[src/rtl/dlc_pkg.sv]
package dlc_pkg;
  typedef enum logic [1:0] {
    OP_LINK  = 2'd0,
    OP_LINK2 = 2'd1,
    OP_COND2 = 2'd2,
    OP_COND  = 2'd3
  } dlc_op_e;
endpackage

[src/rtl/dlc_rsv_slot.sv]
module dlc_rsv_slot #(
  parameter int AW         = 32,
  parameter int LINE_BYTES = 32
) (
  input  logic          clk,
  input  logic          rst_n,
  input  logic          set_i,
  input  logic          clr_i,
  input  logic [AW-1:0] addr_i,
  input  logic          snoop_valid_i,
  input  logic [AW-1:0] snoop_addr_i,
  output logic          valid_o,
  output logic [AW-1:0] addr_o,
  output logic          intact_o
);
  localparam int OFFW = $clog2(LINE_BYTES);

  logic          valid_q, valid_d;
  logic [AW-1:0] addr_q;
  logic          snoop_hit;

  assign snoop_hit = snoop_valid_i &&
                     (snoop_addr_i[AW-1:OFFW] == addr_q[AW-1:OFFW]);

  // set wins over clear, clear wins over snoop loss
  always_comb begin
    valid_d = valid_q;
    if (set_i)          valid_d = 1'b1;
    else if (clr_i)     valid_d = 1'b0;
    else if (snoop_hit) valid_d = 1'b0;
  end

  always_ff @(posedge clk or negedge rst_n) begin
    if (!rst_n) begin
      valid_q <= 1'b0;
      addr_q  <= '0;
    end else begin
      valid_q <= valid_d;
      if (set_i) addr_q <= addr_i;
    end
  end

  assign valid_o  = valid_q;
  assign addr_o   = addr_q;
  assign intact_o = valid_q && !snoop_hit;
endmodule

[src/rtl/dlc_pend_buf.sv]
module dlc_pend_buf #(
  parameter int AW = 32,
  parameter int DW = 32
) (
  input  logic          clk,
  input  logic          rst_n,
  input  logic          load_i,
  input  logic          clr_i,
  input  logic [AW-1:0] addr_i,
  input  logic [DW-1:0] data_i,
  output logic          valid_o,
  output logic [AW-1:0] addr_o,
  output logic [DW-1:0] data_o
);
  logic          valid_q, valid_d;
  logic [AW-1:0] addr_q;
  logic [DW-1:0] data_q;

  always_comb begin
    valid_d = valid_q;
    if (clr_i)       valid_d = 1'b0;
    else if (load_i) valid_d = 1'b1;
  end

  always_ff @(posedge clk or negedge rst_n) begin
    if (!rst_n) begin
      valid_q <= 1'b0;
      addr_q  <= '0;
      data_q  <= '0;
    end else begin
      valid_q <= valid_d;
      if (load_i) begin
        addr_q <= addr_i;
        data_q <= data_i;
      end
    end
  end

  assign valid_o = valid_q;
  assign addr_o  = addr_q;
  assign data_o  = data_q;
endmodule

[src/rtl/dual_link_commit.sv]
module dual_link_commit #(
  parameter int AW         = 32,
  parameter int DW         = 32,
  parameter int LINE_BYTES = 32
) (
  input  logic          clk,
  input  logic          rst_n,
  input  logic          req_valid,
  input  logic [1:0]    req_op,
  input  logic [AW-1:0] req_addr,
  input  logic [DW-1:0] req_data,
  input  logic          snoop_valid,
  input  logic [AW-1:0] snoop_addr,
  output logic          res_valid,
  output logic          res_ok,
  output logic          wr_en,
  output logic          wr_pair,
  output logic [AW-1:0] wr_addr0,
  output logic [DW-1:0] wr_data0,
  output logic [AW-1:0] wr_addr1,
  output logic [DW-1:0] wr_data1
);
  import dlc_pkg::*;

  localparam int NRSV = 2;

  dlc_op_e op;
  logic    is_ll, is_llp, is_scp, is_sc;
  logic    scp_ok, sc_ok;

  logic [NRSV-1:0]          rsv_set, rsv_clr, rsv_valid, rsv_intact;
  logic [NRSV-1:0][AW-1:0]  rsv_addr;

  logic          open_q, open_d;
  logic          ifail_q, ifail_d;
  logic          pend_v;
  logic [AW-1:0] pend_addr;
  logic [DW-1:0] pend_data;

  assign op     = dlc_op_e'(req_op);
  assign is_ll  = req_valid && (op == OP_LINK);
  assign is_llp = req_valid && (op == OP_LINK2) && open_q;
  assign is_scp = req_valid && (op == OP_COND2);
  assign is_sc  = req_valid && (op == OP_COND);

  // slot 0 follows the outer link, slot 1 the pipelined link
  assign rsv_set[0] = is_ll;
  assign rsv_clr[0] = is_sc;
  assign rsv_set[1] = is_llp;
  assign rsv_clr[1] = is_ll || is_sc;

  for (genvar g = 0; g < NRSV; g++) begin : g_rsv
    dlc_rsv_slot #(.AW(AW), .LINE_BYTES(LINE_BYTES)) u_slot (
      .clk           (clk),
      .rst_n         (rst_n),
      .set_i         (rsv_set[g]),
      .clr_i         (rsv_clr[g]),
      .addr_i        (req_addr),
      .snoop_valid_i (snoop_valid),
      .snoop_addr_i  (snoop_addr),
      .valid_o       (rsv_valid[g]),
      .addr_o        (rsv_addr[g]),
      .intact_o      (rsv_intact[g])
    );
  end

  dlc_pend_buf #(.AW(AW), .DW(DW)) u_pend (
    .clk     (clk),
    .rst_n   (rst_n),
    .load_i  (scp_ok),
    .clr_i   (is_ll || is_sc),
    .addr_i  (req_addr),
    .data_i  (req_data),
    .valid_o (pend_v),
    .addr_o  (pend_addr),
    .data_o  (pend_data)
  );

  assign scp_ok = is_scp && rsv_intact[0] && rsv_intact[1] &&
                  (req_addr == rsv_addr[1]) && !ifail_q;
  assign sc_ok  = is_sc && rsv_intact[0] && (req_addr == rsv_addr[0]) &&
                  !ifail_q && (!pend_v || rsv_intact[1]);

  always_comb begin
    open_d  = open_q;
    ifail_d = ifail_q;
    if (is_ll) begin
      open_d  = 1'b1;
      ifail_d = 1'b0;
    end else if (is_sc) begin
      open_d  = 1'b0;
      ifail_d = 1'b0;
    end else if (is_scp && !scp_ok) begin
      ifail_d = 1'b1;
    end
  end

  always_ff @(posedge clk or negedge rst_n) begin
    if (!rst_n) begin
      open_q    <= 1'b0;
      ifail_q   <= 1'b0;
      res_valid <= 1'b0;
      res_ok    <= 1'b0;
      wr_en     <= 1'b0;
      wr_pair   <= 1'b0;
      wr_addr0  <= '0;
      wr_data0  <= '0;
      wr_addr1  <= '0;
      wr_data1  <= '0;
    end else begin
      open_q    <= open_d;
      ifail_q   <= ifail_d;
      res_valid <= is_scp || is_sc;
      res_ok    <= scp_ok || sc_ok;
      wr_en     <= sc_ok;
      wr_pair   <= sc_ok && pend_v;
      if (sc_ok) begin
        wr_addr0 <= req_addr;
        wr_data0 <= req_data;
      end
      if (sc_ok && pend_v) begin
        wr_addr1 <= pend_addr;
        wr_data1 <= pend_data;
      end
    end
  end

  logic unused_ok;
  assign unused_ok = ^rsv_valid;
endmodule

[config.mk]
export PLATFORM = sky130hd
export DESIGN_NAME = dual_link_commit
export DESIGN_NICKNAME = d
export VERILOG_FILES = /design/src/rtl/dlc_pkg.sv /design/src/rtl/dlc_rsv_slot.sv /design/src/rtl/dlc_pend_buf.sv /design/src/rtl/dual_link_commit.sv
export SDC_FILE = /design/constraint.sdc
export NUM_CORES = 1
export LEC_CHECK = 0
export CORE_MARGIN = 10
export CORE_UTILIZATION = 57
export DETAILED_ROUTE_END_ITERATION = 7
export DONT_BUFFER_PORTS = 1
export PLACE_DENSITY = 0.85
export SYNTH_ARGS = -nofsm -noshare
export SYNTH_HDL_FRONTEND = slang
export SYNTH_SLANG_ARGS = --single-unit
export TNS_END_PERCENT = 50
[constraint.sdc]
create_clock -name clk -period 2.7 [get_ports clk]
set_input_delay 0.405 -clock clk [delete_from_list [all_inputs] [get_ports clk]]
set_output_delay 0.405 -clock clk [all_outputs]
set_load 0.05 [all_outputs]
==> impl_metrics.env <==
export IMPL_run_status="complete, but fails checks"
export IMPL_violations="hold timing"
export IMPL_startpoint_type="flop"
export IMPL_postRouteWirelength_mm=27.22
export IMPL_finalSetupViolCount=0
export IMPL_place_hpwl_mm=19.38
export IMPL_period_share=0.9688
export IMPL_finClkSkew_ns=0.009639
export IMPL_numClockSinks=265
export IMPL_grt_overflow=0
export IMPL_hp_class="in2async"
export IMPL_synthCells=747
export IMPL_ys_ff_latch=265
export IMPL_vias=6217
export IMPL_worst_ep_required_time_ns=3.11
export IMPL_yosysTopAreaCell="dfrtp_1"
export IMPL_rows=51
export IMPL_die_area_um2=26220
export IMPL_p_per_area_nw_per_um2=732.3
export IMPL_io_pins=234
export IMPL_p_leak_nw=6.104
export IMPL_synth_nets=849
export IMPL_max_slew_margin=0.6434
export IMPL_synth_cell_type_count=37
export IMPL_rsz0062_at_grt="no"
export IMPL_grt_max_degree=266
export IMPL_drive_gt1_frac=0.3918
export IMPL_tightest_slew_ns=0.5349
export IMPL_fmax_ghz=0.3823
export IMPL_syn_to_final_growth_pct=13.40
export IMPL_hold_violations=265
export IMPL_chipHeight_um=161.9
export IMPL_grt_pass1_wl_mm=41.37
export IMPL_yosys_warnings=0
export IMPL_ys_top_cells_by_area="dfrtp_1, mux2_2, xnor2_1"
export IMPL_avgSynthCellArea_um2=15.37
export IMPL_avgViaCountPerCell=5.789
export IMPL_crit_fanout=27
export IMPL_mostFrequentLayoutCell="dfrtp_1"
export IMPL_p_total_mw=9.533
export IMPL_max_cap_viol_count=0
export IMPL_insertion_delay_ns=0.53
export IMPL_layout_common_cells="dfrtp_1, mux2_2, xnor2_1, mux2_4"
export IMPL_drc=0
export IMPL_vdd_drop_max_mv=0.5913
export IMPL_grt_pass1_vias=6915
export IMPL_hold_ws_ns=-0.4262
export IMPL_grt_antenna_before_repair=0
export IMPL_clk_pin_slew_ns=0.06
export IMPL_setup_worst_path_class="reg2reg"
export IMPL_arrival_ns=3.03
export IMPL_syn_area_um2=11480
export IMPL_cts_inserted_buffers=28
export IMPL_cts_path_max_buffers=3
export IMPL_htree_levels=1
export IMPL_fin_cells=1074
export IMPL_ys_seq_area_frac=0.5777
export IMPL_drtIter0Drc=339
export IMPL_cts_root_buffer="clkbuf_16"
export IMPL_min_period_ns=2.616
export IMPL_routabilityCongestion=0.9005
export IMPL_start_util=0.5841
export IMPL_yosysTopAreaCellShare=0.5777
export IMPL_dr_pass1_iters=6
export IMPL_die_w_um=161.9
export IMPL_postRouteAntennaNets=0
export IMPL_track_usage=0.1999
export IMPL_fp_coreArea_um2=19650
export IMPL_slew_violations=0
export IMPL_endpoint_kind="flop"
export IMPL_port_buffers=0
export IMPL_cts_tree="built"
export IMPL_layout_nets=889
export IMPL_dp_cells=1000
export IMPL_n_antenna_cell=0
export IMPL_wl_per_cell_um=25.34
-- metrics by stage --
stage | setup TNS [ns] | util | area [um2] | setup slack (ns)
after floorplan | 0 | - | 11480 | 0.1089
after global placement | 0 | 0.5963 | 11720 | 0.08763
after detailed placement | -2.193 | 0.5963 | 11720 | -0.04423
after CTS | 0 | 0.6574 | 12920 | 0.04223
after global routing | 0 | 0.6623 | 13020 | 0.003824
final | 0 | 0.6623 | 13020 | 0.08436
-- cell families after synthesis --
group,Yosys count,synth area share
compound gates,14,0.01068
xor+xnor,119,0.09079
buf+inv,31,0.02529
flops,265,0.5777
mux,256,0.2626
simple gates,62,0.03302
-- report_power, final --
part           internal [mW]  total, mW  switching [mW]  leakage (nW)
Combinational          0.578      0.938           0.360          2.05
Clock                   2.58       4.12            1.54         0.491
Sequential              4.21       4.47           0.261          3.56
-- layer usage --
metal  GRT usage  part of all wire
met5           0                 0
met4     0.07816             0.032
met3     0.06673             0.090
met2      0.3448              0.51
met1      0.2241              0.36
-- state kept, by name, summed over array words and instances (netlist names) --
signal                cells
wr_pair                   1
g_rsv.u_slot.addr_o      64
wr_addr1                 32
wr_data1                 32
u_pend.data_o            32
res_ok                    1
ifail_q                   1
u_pend.addr_o            32
wr_data0                 32
open_q                    1
g_rsv.u_slot.valid_o      2
u_pend.valid_o            1
wr_addr0                 32
res_valid                 1
wr_en                     1
-- critical path, stage by stage (launching register included) --
cell and delay (ns):
dfrtp_1 0.42, xnor2_1 0.20, nand4_1 0.13, or4_4 0.57, o41ai_4 0.26, buf_6 0.17, nor4_4 0.04, buf_4 0.15
clkbuf_16 0.20, mux2_1 0.34
-- final cells by class --
class                   count  area, um2
flip-flops and latches    265       6631
fillers                  1380       6636
multi-input cells         451       4593
clock inverters            13      205.2
inverters                   5      18.77
repair buffers             36      424.2
clock buffers              39      813.3
well taps                 265      331.6
-- cells in the mapped netlist --
cell,count
a211o_1,1
a211oi_1,1
a211oi_4,1
a21boi_0,1
a21boi_1,1
a21oi_1,3
a31oi_1,1
and2_1,2
and4_1,1
buf_1,3
buf_12,4
buf_4,2
buf_6,12
buf_8,1
clkbuf_1,4
dfrtp_1,265
inv_1,5
mux2_1,14
mux2_2,207
mux2_4,35
nand2_1,9
nand3_1,3
nand4_1,30
nor2_1,3
nor2b_1,1
nor3_1,5
nor3b_1,1
nor4_1,3
nor4_4,1
nor4b_1,1
o21a_1,1
o21ai_0,3
o41ai_4,1
or3_4,1
or4_4,1
xnor2_1,116
xor2_1,3
-- path summary, 6_finish.rpt --
| kind | from | to | slack [ns] | cells past startpoint |
|---|---|---|---|---|
| setup / recovery | g_rsv[1].u_slot.addr_o[13] | wr_data1[5] | 0.08 | 9 |
| hold / removal | rst_n | u_pend.addr_o[19] | -0.43 | 0 |
| setup reg to reg | g_rsv[1].u_slot.addr_o[13] | wr_data1[5] | 0.08 | 9 |
| hold reg to reg | u_pend.addr_o[26] | u_pend.addr_o[26] | 0.49 | 1 |
| max in group asynchronous | rst_n | wr_addr1[9] | 2.72 | 0 |
| min in group clk | req_addr[13] | u_pend.addr_o[13] | 0.02 | 1 |
-- repair_timing --
action | CTS | global route
hold buffers | 17 | 1
endpoints found under the hold margin | 286 | 266
endpoints found under the setup margin | 104 | 103
gates cloned | 0 | 1
setup buffers | 0 | 3
gates resized for setup | 2 | 8
pin swaps | 0 | 2
Note: power is estimated with default switching activity, not from simulation.
